<file path="src/rtl/tctx_pkg.sv">
package tctx_pkg;

  localparam int PRIO_W = 8;
  localparam int OFF_W  = 12;

  // window offsets
  localparam logic [OFF_W-1:0] OFF_OS_CPPR   = 12'h011;
  localparam logic [OFF_W-1:0] OFF_HV_CPPR   = 12'h031;
  localparam logic [OFF_W-1:0] OFF_POOL_WORD = 12'h028;
  localparam logic [OFF_W-1:0] OFF_HV_CTX    = 12'h038;
  localparam logic [OFF_W-1:0] OFF_ACK_OS    = 12'h810;
  localparam logic [OFF_W-1:0] OFF_ACK_HV    = 12'h830;
  localparam logic [OFF_W-1:0] OFF_PULL_POOL = 12'h828;

  localparam logic [7:0] NO_PRIO = 8'hFF;

  typedef enum logic [3:0] {
    OP_NONE,
    OP_RD_REG,
    OP_CPPR_OS,
    OP_CPPR_HV,
    OP_CTX_PUSH,
    OP_CTX_POLL,
    OP_ACK_OS,
    OP_ACK_HV,
    OP_POOL_LOAD,
    OP_POOL_PULL
  } tctx_op_e;

  // most significant set bit of the bitmap, bit 7 = priority 0
  function automatic logic [7:0] pend_to_prio(input logic [7:0] pend);
    logic [7:0] p;
    p = NO_PRIO;
    for (int i = 7; i >= 0; i--) begin
      if (pend[i] && p == NO_PRIO) p = 8'(7 - i);
    end
    return p;
  endfunction

  // bitmap bit that stands for a 3-bit priority
  function automatic logic [7:0] prio_bit(input logic [2:0] prio);
    return 8'h80 >> prio;
  endfunction

endpackage

</file>
<file path="src/rtl/tctx_ring.sv">
module tctx_ring
  import tctx_pkg::*;
#(
  parameter logic [7:0] EXC_CODE = 8'h80,
  parameter logic [7:0] PEND_RST = 8'h00
) (
  input  logic       clk,
  input  logic       rst_n,
  input  logic       post_en,
  input  logic [2:0] post_prio,
  input  logic       cppr_we,
  input  logic [7:0] cppr_wval,
  input  logic       ack_en,
  output logic [7:0] nsr,
  output logic [7:0] cppr,
  output logic [7:0] pend,
  output logic [7:0] pipr,
  output logic       exc_hit
);

  logic [7:0] pend_nxt;
  logic [7:0] nsr_nxt;
  logic [7:0] cppr_nxt;
  logic       ack_has_prio;

  assign pipr         = pend_to_prio(pend);
  assign exc_hit      = (pipr < cppr);
  assign ack_has_prio = (pipr != NO_PRIO);

  always_comb begin
    pend_nxt = pend;
    if (ack_en && ack_has_prio) pend_nxt = pend_nxt & ~prio_bit(pipr[2:0]);
    if (post_en)                pend_nxt = pend_nxt | prio_bit(post_prio);
  end

  always_comb begin
    cppr_nxt = cppr;
    if (ack_en)       cppr_nxt = pipr;
    else if (cppr_we) cppr_nxt = cppr_wval;
  end

  always_comb begin
    nsr_nxt = nsr;
    if (ack_en)       nsr_nxt = 8'h00;
    else if (exc_hit) nsr_nxt = nsr | EXC_CODE;
  end

  always_ff @(posedge clk) begin
    if (!rst_n) begin
      pend <= PEND_RST;
      cppr <= 8'h00;
      nsr  <= 8'h00;
    end else begin
      pend <= pend_nxt;
      cppr <= cppr_nxt;
      nsr  <= nsr_nxt;
    end
  end

  // status byte only ever holds the ring's own code
  p_nsr_code_r3: assert property (@(posedge clk) disable iff (!rst_n)
    (nsr == 8'h00) || (nsr == EXC_CODE));

  // status can only rise after pending was more favoured than current
  p_rise_needs_favoured_r2: assert property (@(posedge clk) disable iff (!rst_n)
    $rose(nsr != 8'h00) |-> $past(pipr < cppr));

  // acknowledge clears status and moves the priority
  p_ack_clears_r6: assert property (@(posedge clk) disable iff (!rst_n)
    ack_en |=> (nsr == 8'h00) && (cppr == $past(pipr)));

endmodule

</file>
<file path="src/rtl/tctx_decode.sv">
module tctx_decode
  import tctx_pkg::*;
(
  input  logic                 acc_valid,
  input  logic                 acc_write,
  input  logic                 acc_page,
  input  logic [OFF_W-1:0]     acc_offset,
  input  logic [1:0]           acc_size,
  output tctx_op_e             op
);

  localparam logic PG_OS = 1'b0;
  localparam logic PG_HV = 1'b1;
  localparam logic [1:0] SZ1 = 2'd0;
  localparam logic [1:0] SZ2 = 2'd1;
  localparam logic [1:0] SZ4 = 2'd2;
  localparam logic [1:0] SZ8 = 2'd3;

  logic rd;
  logic wr;
  logic reg_hit;

  assign rd = acc_valid && !acc_write;
  assign wr = acc_valid &&  acc_write;

  // byte registers of the OS (0x01x) and HV (0x03x) rings
  assign reg_hit = (acc_offset[11:6] == 6'd0) && (acc_offset[3:2] == 2'd0) &&
                   acc_offset[4];

  always_comb begin
    op = OP_NONE;
    if (wr && acc_size == SZ1 && acc_page == PG_OS && acc_offset == OFF_OS_CPPR)
      op = OP_CPPR_OS;
    else if (wr && acc_size == SZ1 && acc_page == PG_HV && acc_offset == OFF_HV_CPPR)
      op = OP_CPPR_HV;
    else if (wr && acc_size == SZ1 && acc_page == PG_HV && acc_offset == OFF_HV_CTX)
      op = OP_CTX_PUSH;
    else if (rd && acc_size == SZ1 && acc_page == PG_HV && acc_offset == OFF_HV_CTX)
      op = OP_CTX_POLL;
    else if (wr && acc_size == SZ4 && acc_page == PG_HV && acc_offset == OFF_POOL_WORD)
      op = OP_POOL_LOAD;
    else if (rd && acc_size == SZ2 && acc_page == PG_OS && acc_offset == OFF_ACK_OS)
      op = OP_ACK_OS;
    else if (rd && acc_size == SZ2 && acc_page == PG_HV && acc_offset == OFF_ACK_HV)
      op = OP_ACK_HV;
    else if (rd && (acc_size == SZ4 || acc_size == SZ8) && acc_page == PG_HV &&
             acc_offset == OFF_PULL_POOL)
      op = OP_POOL_PULL;
    else if (rd && acc_size == SZ1 && reg_hit)
      op = OP_RD_REG;
  end

endmodule

</file>
<file path="src/rtl/tctx_presenter.sv">
module tctx_presenter
  import tctx_pkg::*;
#(
  parameter logic [7:0]  OS_PEND_RST   = 8'h00,
  parameter logic [7:0]  HV_PEND_RST   = 8'h00,
  parameter logic [31:0] POOL_CAM_MASK = 32'h00FF_FFFF
) (
  input  logic        clk,
  input  logic        rst_n,
  input  logic        post_valid,
  input  logic        post_ring,
  input  logic [2:0]  post_prio,
  input  logic        acc_valid,
  input  logic        acc_write,
  input  logic        acc_page,
  input  logic [11:0] acc_offset,
  input  logic [1:0]  acc_size,
  input  logic [31:0] acc_wdata,
  output logic [63:0] rd_data,
  output logic        irq
);

  localparam int NRING = 2;

  tctx_op_e   op;
  logic [7:0] ring_nsr  [NRING];
  logic [7:0] ring_cppr [NRING];
  logic [7:0] ring_pend [NRING];
  logic [7:0] ring_pipr [NRING];
  logic       ring_exc  [NRING];
  logic [NRING-1:0] ring_ack;
  logic [NRING-1:0] ring_cppr_we;
  logic [31:0] pool_word;
  logic [7:0]  hv_ctx;
  logic [63:0] rd_val;
  logic        pool_pull;
  logic        reg_sel;

  tctx_decode u_dec (
    .acc_valid  (acc_valid),
    .acc_write  (acc_write),
    .acc_page   (acc_page),
    .acc_offset (acc_offset),
    .acc_size   (acc_size),
    .op         (op)
  );

  assign ring_ack[0]     = (op == OP_ACK_OS);
  assign ring_ack[1]     = (op == OP_ACK_HV);
  assign ring_cppr_we[0] = (op == OP_CPPR_OS);
  assign ring_cppr_we[1] = (op == OP_CPPR_HV);
  assign pool_pull       = (op == OP_POOL_PULL);

  for (genvar g = 0; g < NRING; g++) begin : g_ring
    localparam logic [7:0] CODE = (g == 0) ? 8'h80 : 8'h40;
    localparam logic [7:0] PRST = (g == 0) ? OS_PEND_RST : HV_PEND_RST;
    tctx_ring #(
      .EXC_CODE (CODE),
      .PEND_RST (PRST)
    ) u_ring (
      .clk       (clk),
      .rst_n     (rst_n),
      .post_en   (post_valid && (post_ring == 1'(g))),
      .post_prio (post_prio),
      .cppr_we   (ring_cppr_we[g]),
      .cppr_wval (acc_wdata[7:0]),
      .ack_en    (ring_ack[g]),
      .nsr       (ring_nsr[g]),
      .cppr      (ring_cppr[g]),
      .pend      (ring_pend[g]),
      .pipr      (ring_pipr[g]),
      .exc_hit   (ring_exc[g])
    );
  end

  assign irq = (ring_nsr[0] != 8'h00) || (ring_nsr[1] != 8'h00);

  always_ff @(posedge clk) begin
    if (!rst_n) begin
      pool_word <= 32'h0;
      hv_ctx    <= 8'h00;
    end else begin
      if (op == OP_POOL_LOAD) pool_word <= acc_wdata;
      else if (pool_pull)     pool_word <= pool_word & ~POOL_CAM_MASK;
      if (op == OP_CTX_PUSH)  hv_ctx    <= acc_wdata[7:0];
    end
  end

  assign reg_sel = acc_offset[5];

  always_comb begin
    rd_val = 64'h0;
    case (op)
      OP_RD_REG: begin
        case (acc_offset[1:0])
          2'd0:    rd_val[7:0] = ring_nsr[reg_sel];
          2'd1:    rd_val[7:0] = ring_cppr[reg_sel];
          2'd2:    rd_val[7:0] = ring_pend[reg_sel];
          default: rd_val[7:0] = ring_pipr[reg_sel];
        endcase
      end
      OP_ACK_OS:    rd_val[15:0] = {ring_nsr[0], ring_pipr[0]};
      OP_ACK_HV:    rd_val[15:0] = {ring_nsr[1], ring_pipr[1]};
      OP_CTX_POLL:  rd_val[7:0]  = hv_ctx;
      OP_POOL_PULL: rd_val[31:0] = pool_word & POOL_CAM_MASK;
      default:      rd_val       = 64'h0;
    endcase
  end

  always_ff @(posedge clk) begin
    if (!rst_n) rd_data <= 64'h0;
    else        rd_data <= rd_val;
  end

  // interrupt only rises after some ring saw a favoured pending priority
  p_irq_source_r4: assert property (@(posedge clk) disable iff (!rst_n)
    $rose(irq) |-> $past(ring_exc[0] || ring_exc[1]));

  // a pull leaves the identifier field cleared
  p_pull_clears_r8: assert property (@(posedge clk) disable iff (!rst_n)
    pool_pull |=> ((pool_word & POOL_CAM_MASK) == 32'h0));

  // unmatched access returns zero and keeps the stored words
  p_unmatched_zero_r9: assert property (@(posedge clk) disable iff (!rst_n)
    (acc_valid && op == OP_NONE) |=> (rd_data == 64'h0) && $stable(pool_word) &&
                                      $stable(hv_ctx));

  // at most one ring is acknowledged per access
  p_single_ack_r6: assert property (@(posedge clk) disable iff (!rst_n)
    $onehot0(ring_ack));

endmodule

</file>
<file path="config.mk">
export PLATFORM = sky130hd
export DESIGN_NAME = tctx_presenter
export DESIGN_NICKNAME = d
export VERILOG_FILES = /design/src/rtl/tctx_pkg.sv /design/src/rtl/tctx_ring.sv /design/src/rtl/tctx_decode.sv /design/src/rtl/tctx_presenter.sv
export SDC_FILE = /design/constraint.sdc
export NUM_CORES = 1
export LEC_CHECK = 0
export ABC_CLOCK_PERIOD_IN_PS = 2700
export BUFFER_PORTS_ARGS = -buffer_cell sky130_fd_sc_hd__buf_4
export CAP_MARGIN = 20
export CORE_UTILIZATION = 50
export CTS_BUF_LIST = sky130_fd_sc_hd__clkbuf_2 sky130_fd_sc_hd__clkbuf_4 sky130_fd_sc_hd__clkbuf_8
export DETAILED_ROUTE_END_ITERATION = 7
export PLACE_DENSITY_LB_ADDON = 0.2
export SYNTH_ARGS = -nofsm -noshare
export SYNTH_HDL_FRONTEND = slang
export SYNTH_SLANG_ARGS = --single-unit
</file>
<file path="constraint.sdc">
create_clock -name clk -period 2.7 [get_ports clk]
set_input_delay 0.405 -clock clk [delete_from_list [all_inputs] [get_ports clk]]
set_output_delay 0.405 -clock clk [all_outputs]
set_load 0.005 [all_outputs]
</file>
After elaboration in Yosys (flattened, before gate mapping) --
Cells that the tools add are included. W data, S select, Z words.
Word-level totals: flip-flop bits (word level) 130, input port bits 56, output and inout bits 65, word-level logic and storage cells 170
Operators by class: magnitude comparators 3, equality and inequality tests 37, shift-type cells 3, muxes and demuxes 50, bitwise logic cells 10, reductions and logical operators 56
Operators with widths (number):
- $mux W8 | 36
- $eq A8 B8 Y1 const B | 14
- $mux W24 | 2
- $pmux W8 S3 | 2
- $logic_and A1 B1 Y1 | 43
- $pmux W8 S5 | 1
- $eq A12 B12 Y1 const B | 3
- $eq A12 B6 Y1 const B | 3
- $mux W4 | 8
- $shr A8 B3 Y8 const A | 3
- $and A8 B8 Y8 | 2
- $eq A4 B3 Y1 const B | 4
- $lt A8 B8 Y1 | 2
- $ne A8 B8 Y1 const B | 2
- $not A8 Y8 | 2
- $or A8 B8 Y8 | 2
- $eq A12 B5 Y1 const B | 1
- $eq A4 B2 Y1 const B | 2
- $eq A4 B4 Y1 const B | 2
- $eq A2 B2 Y1 const B | 3
- $logic_not A2 Y1 | 3
- $logic_not A6 Y1 | 1
- $reduce_bool A2 Y1 | 3
- $eq A2 B1 Y1 const B | 2
- other kinds (9) | 13

Logic depth before layout (Yosys ltp) --
word-level depth 28, depth in mapped cells 9, depth with buffers taken out 9

Modules after synthesis --
From an unflattened synthesis, not the netlist that was laid out.
Second synthesis, totals: cells, all modules 630, area, all modules 5386.4 um^2
By module, submodules not included:
- tctx_presenter | instances 1, cells each 357, area each 3186.8 um^2, sequential area each 1121.1 um^2
- tctx_ring | instances 2, cells each 124, area each 1009.7 um^2, sequential area each 340.3 um^2
- tctx_decode | instances 1, cells each 25, area each 180.2 um^2, sequential area each 0.0 um^2

Worst setup path before layout --
Ideal clock, no wire load.
kind reg2reg, start register g_ring[0].u_ring.pend[6], end register g_ring[0].u_ring.nsr[7], library setup time 91 ps, arrival time 2222 ps, data required time 2609 ps, setup slack 387 ps, cell stages (with the launch flop) 10, path buffers 0, period minus slack after synthesis 2313 ps, cells stage by stage dfxtp_1 > nor2_1 > a221oi_1 > a21o_1 > inv_1 > ha_1 > nor2b_1 > o21ai_0 > a211oi_1 > a311oi_1
On the way: cells in the longest elaborated chain, start to end 21
Ends and longest elaborated chain:
- start, declared | RTL line tctx_ring.sv:16 | output logic [7:0] pend,
- start signal, assigned | RTL line tctx_ring.sv:54 | pend <= pend_nxt;
- $logic_and A1 B1 Y1 (*) | RTL line tctx_pkg.sv:35 | if (pend[i] && p == NO_PRIO) p = 8'(7 - i);
- $mux W8 (*) | RTL line tctx_pkg.sv:35
- $eq A8 B8 Y1 | RTL line tctx_pkg.sv:35
- $logic_and A1 B1 Y1 | RTL line tctx_pkg.sv:35
- $mux W8 (*) | RTL line tctx_pkg.sv:35
- $eq A8 B8 Y1 | RTL line tctx_pkg.sv:35
- $logic_and A1 B1 Y1 | RTL line tctx_pkg.sv:35
- $mux W8 (*) | RTL line tctx_pkg.sv:35
- [... 5 more ...]
- $mux W8 (*) | RTL line tctx_pkg.sv:35
- $eq A8 B8 Y1 | RTL line tctx_pkg.sv:35
- $logic_and A1 B1 Y1 | RTL line tctx_pkg.sv:35
- $mux W8 (*) | RTL line tctx_pkg.sv:35
- $eq A8 B8 Y1 | RTL line tctx_pkg.sv:35
- $logic_and A1 B1 Y1 | RTL line tctx_pkg.sv:35
- $mux W8 (*) | RTL line tctx_pkg.sv:35
- $lt A8 B8 Y1 (*) | RTL line tctx_ring.sv:27 | assign exc_hit = (pipr < cppr);
- end signal, assigned | RTL line tctx_ring.sv:56 | nsr <= nsr_nxt;
- end, declared | RTL line tctx_ring.sv:14 | output logic [7:0] nsr,
Every way passes the cells marked *; elsewhere a longest branch is shown, timed or not. A chain may end at the register's enable or synchronous reset.

Worst setup path after layout --
start register g_ring[0].u_ring.pend[7], end register g_ring[0].u_ring.nsr[7]
On the way: cells in the longest elaborated chain, start to end 23
Ends and longest elaborated chain (RTL line):
- $mux W8 (*) | tctx_pkg.sv:35
- $eq A8 B8 Y1 | tctx_pkg.sv:35
- $logic_and A1 B1 Y1 | tctx_pkg.sv:35
- $mux W8 (*) | tctx_pkg.sv:35
- $eq A8 B8 Y1 | tctx_pkg.sv:35
- $logic_and A1 B1 Y1 | tctx_pkg.sv:35
- $mux W8 (*) | tctx_pkg.sv:35
- $eq A8 B8 Y1 | tctx_pkg.sv:35
- [... 7 more ...]
- $mux W8 (*) | tctx_pkg.sv:35
- $eq A8 B8 Y1 | tctx_pkg.sv:35
- $logic_and A1 B1 Y1 | tctx_pkg.sv:35
- $mux W8 (*) | tctx_pkg.sv:35
- $eq A8 B8 Y1 | tctx_pkg.sv:35
- $logic_and A1 B1 Y1 | tctx_pkg.sv:35
- $mux W8 (*) | tctx_pkg.sv:35
- $lt A8 B8 Y1 (*) | tctx_ring.sv:27
Marked as above.

==> flow_metrics.env <==
export IMPL_outcome="finished, final reports clean"
export IMPL_power_density_nw_per_um2=464
export IMPL_ioPinCount=121
export IMPL_place_area_um2=5620
export IMPL_synth_edff_count=0
export IMPL_area_sequential_um2=1800
export IMPL_cts_made_buffers=9
export IMPL_grt_max_degree=50
export IMPL_hold_viol_final=0
export IMPL_clock_h_tree_levels=3
export IMPL_final_cell_area_um2=5850
export IMPL_post_drt_wl_per_cell_um=16.5
export IMPL_critPathArrivalTime_ns=2.60
export IMPL_ys_dominant_reg_cell="dfxtp_1"
export IMPL_port_buffer_count=72
export IMPL_ys_seq_elements=90
export IMPL_multi_input_comb_area_um2=2830
export IMPL_die_width_um=102
export IMPL_drv_cap=0
export IMPL_final_min_clock_period_ns=2.33
export IMPL_worst_ep_required_time_ns=2.98
export IMPL_clock_latency_ns=0.36
export IMPL_vias_in_the_first_global_route=4093
export IMPL_timing_critical_path_fanout_max=8
export IMPL_hold_path_class="in -> reg"
export IMPL_num_nets_final=722
export IMPL_tritoncts="done"
export IMPL_setup_viol_count_final=0
export IMPL_post_cts_setup_buffer_count=0
export IMPL_drtPass1Iterations=6
export IMPL_worst_skew_ns=0.0139
export IMPL_route_detailed_drc=0
export IMPL_fp_row_count=36
export IMPL_hold_buffers=0
export IMPL_number_of_gates_resized_after_cts=0
export IMPL_fill_cells=898
export IMPL_detailed_place_hpwl_um=9700
export IMPL_slew_limit_headroom=0.551
export IMPL_number_of_distinct_library_cells_after_synthesis=69
export IMPL_synth_avg_cell_area_um2=8.51
export IMPL_synth_yosys_seq_area_share=0.359
export IMPL_critical_path_endpoint_type="register"
export IMPL_synth_async_sr_flop_share=0
export IMPL_ctsRootBufferMaster="clkbuf_8"
export IMPL_max_vdd_drop_v=0.000265
export IMPL_yosys_cell_count_top_type="dfxtp_1"
export IMPL_fin_max_slew_vios=0
export IMPL_syn_instance_count=589
export IMPL_die_height_um=102
export IMPL_grt_pass1_wl_um=20900
export IMPL_floorplan_initialDensity=0.515
export IMPL_clock_sinks=90
export IMPL_area_delta_synth_final_pct=16.7
export IMPL_post_drt_via_cell_ratio=5.78
export IMPL_post_route_cells_drive_above_1_share=0.198
export IMPL_max_clock_freq_mhz=430
export IMPL_routed_wire_length_um=13200
export IMPL_grt_setup_unrepaired="no"
export IMPL_antenna_left=0
export IMPL_yosysWarningCount=0
export IMPL_antenna_found_initial=0
export IMPL_netlist_top_cells_area="dfxtp_1 (36%), buf_4 (6.3%), mux2i_1 (5.4%)"
export IMPL_drt_initial_drc_count=338
export IMPL_track_usage=0.260
export IMPL_tightestPinTransition_ns=0.672
export IMPL_synth_cell_area_um2=5010
export IMPL_synth_top_cell_area_share=0.359
export IMPL_cts_reportedPaths_clkPinSlew_ns=0.10
export IMPL_final_period_utilization=0.862
export IMPL_globalplace_congestion=0.945
export IMPL_synth_top_area_cell="dfxtp_1"
export IMPL_via_count=4611
export IMPL_synthTopCellsByCount="dfxtp_1 (90), nor2_1 (59), buf_4 (42)"
export IMPL_n_antenna_cell=0
export IMPL_startpoint_type="register"
export IMPL_worst_setup_path_type="reg -> reg"
export IMPL_placeableCoreArea_um2=9730
export IMPL_grt_ovfl_total=0
export IMPL_total_die_area_um2=10400
export IMPL_aggregate_negative_setup_slack_ns=0
export IMPL_max_clock_path_buffers=2
export IMPL_power_leakage_uw=0.00237
[routing by layer]
metal  up-vias  global-route usage  part of all wire
met2       186               0.414              0.47
met3        17              0.0328             0.056
li1       2220                   -                 -
met1      2188               0.360              0.46
met4         0              0.0934             0.017
met5         -                   0                 0
[final timing paths]
check / start / to / slack (ns) / cells after the start
hold reg to reg: pool_word[23]$_SDFFE_PN0P_ / rd_data[23]$_SDFF_PN0_ / 0.48 / 1
setup / recovery: g_ring[0].u_ring.pend[7]$_SDFF_PN0_ / g_ring[0].u_ring.nsr[7]$_SDFFE_PP0N_ / 0.37 / 9
setup reg to reg: g_ring[0].u_ring.pend[7]$_SDFF_PN0_ / g_ring[0].u_ring.nsr[7]$_SDFFE_PP0N_ / 0.37 / 9
hold / removal: acc_wdata[22] / pool_word[22]$_SDFFE_PN0P_ / 0.29 / 3
[where the power goes]
group	internal (uW)	leakage [uW]	switching (uW)
combinational	128	0.00153	176
clock	558	0.000115	507
sequential	1330	0.000725	11.7
total	2020	0.00237	695
[cells in the final DEF, fill, tap and decap left out, types with 10 or more instances in the layout]
master     n
dfxtp_1   90
buf_4     89
nor2_1    59
conb_1    40
nand2_1   39
o21ai_0   34
a22oi_1   30
mux2i_1   27
inv_1     23
and3_1    20
a21oi_1   20
a21boi_0  16
nor3_1    14
nand3_1   10
a221oi_1  10
clkbuf_8  10
[worst max-delay path: stages (launching register included)]
cell and delay (ns):
dfxtp_1 0.40, nor4_1 0.41, nand3b_1 0.24, a21o_1 0.25, inv_1 0.09, ha_1 0.24, nor2b_1 0.13, o21ai_0 0.15
a211oi_1 0.10, a311oi_1 0.24
[final cells by class]
| class | instances | share of cell area |
|---|---|---|
| multi-input combinational | 444 | 0.484 |
| sequential | 90 | 0.308 |
| timing repair buffer | 92 | 0.124 |
| tap | 133 | 0.0284 |
| clock buffer | 10 | 0.0235 |
| clock inverter | 6 | 0.0165 |
| inverter | 23 | 0.0148 |
[sequential cells by signal, summed over array words and instances (netlist names)]
| register | count |
|---|---|
| pool_word | 24 |
| rd_data | 24 |
| g_ring.u_ring.cppr | 16 |
| g_ring.u_ring.pend | 16 |
| hv_ctx | 8 |
| g_ring.u_ring.nsr | 2 |
[through the flow]
| step | cells | setup slack, ns | util | hold WS (ns) | total power (uW) |
|---|---|---|---|---|---|
| floorplan | 628 | 0.387 | - | 0.444 | 1590 |
| global placement | 782 | 0.205 | 0.577 | 0.463 | 1670 |
| detailed placement | 782 | 0.172 | 0.577 | 0.467 | 1670 |
| CTS | 798 | 0.391 | 0.601 | 0.279 | 2720 |
| global route | 798 | 0.176 | 0.601 | 0.281 | 2810 |
| finish | 798 | 0.374 | 0.601 | 0.289 | 2710 |
[logic make-up after synthesis]
kind of cell	after synthesis	synth area share
mux	35	0.0741
simple gates	198	0.212
buf+inv	94	0.105
flops	90	0.359
other cells	1	0.000748
fa+ha+maj	6	0.0150
compound gates	165	0.235
Power figures use the tool's default switching activity.
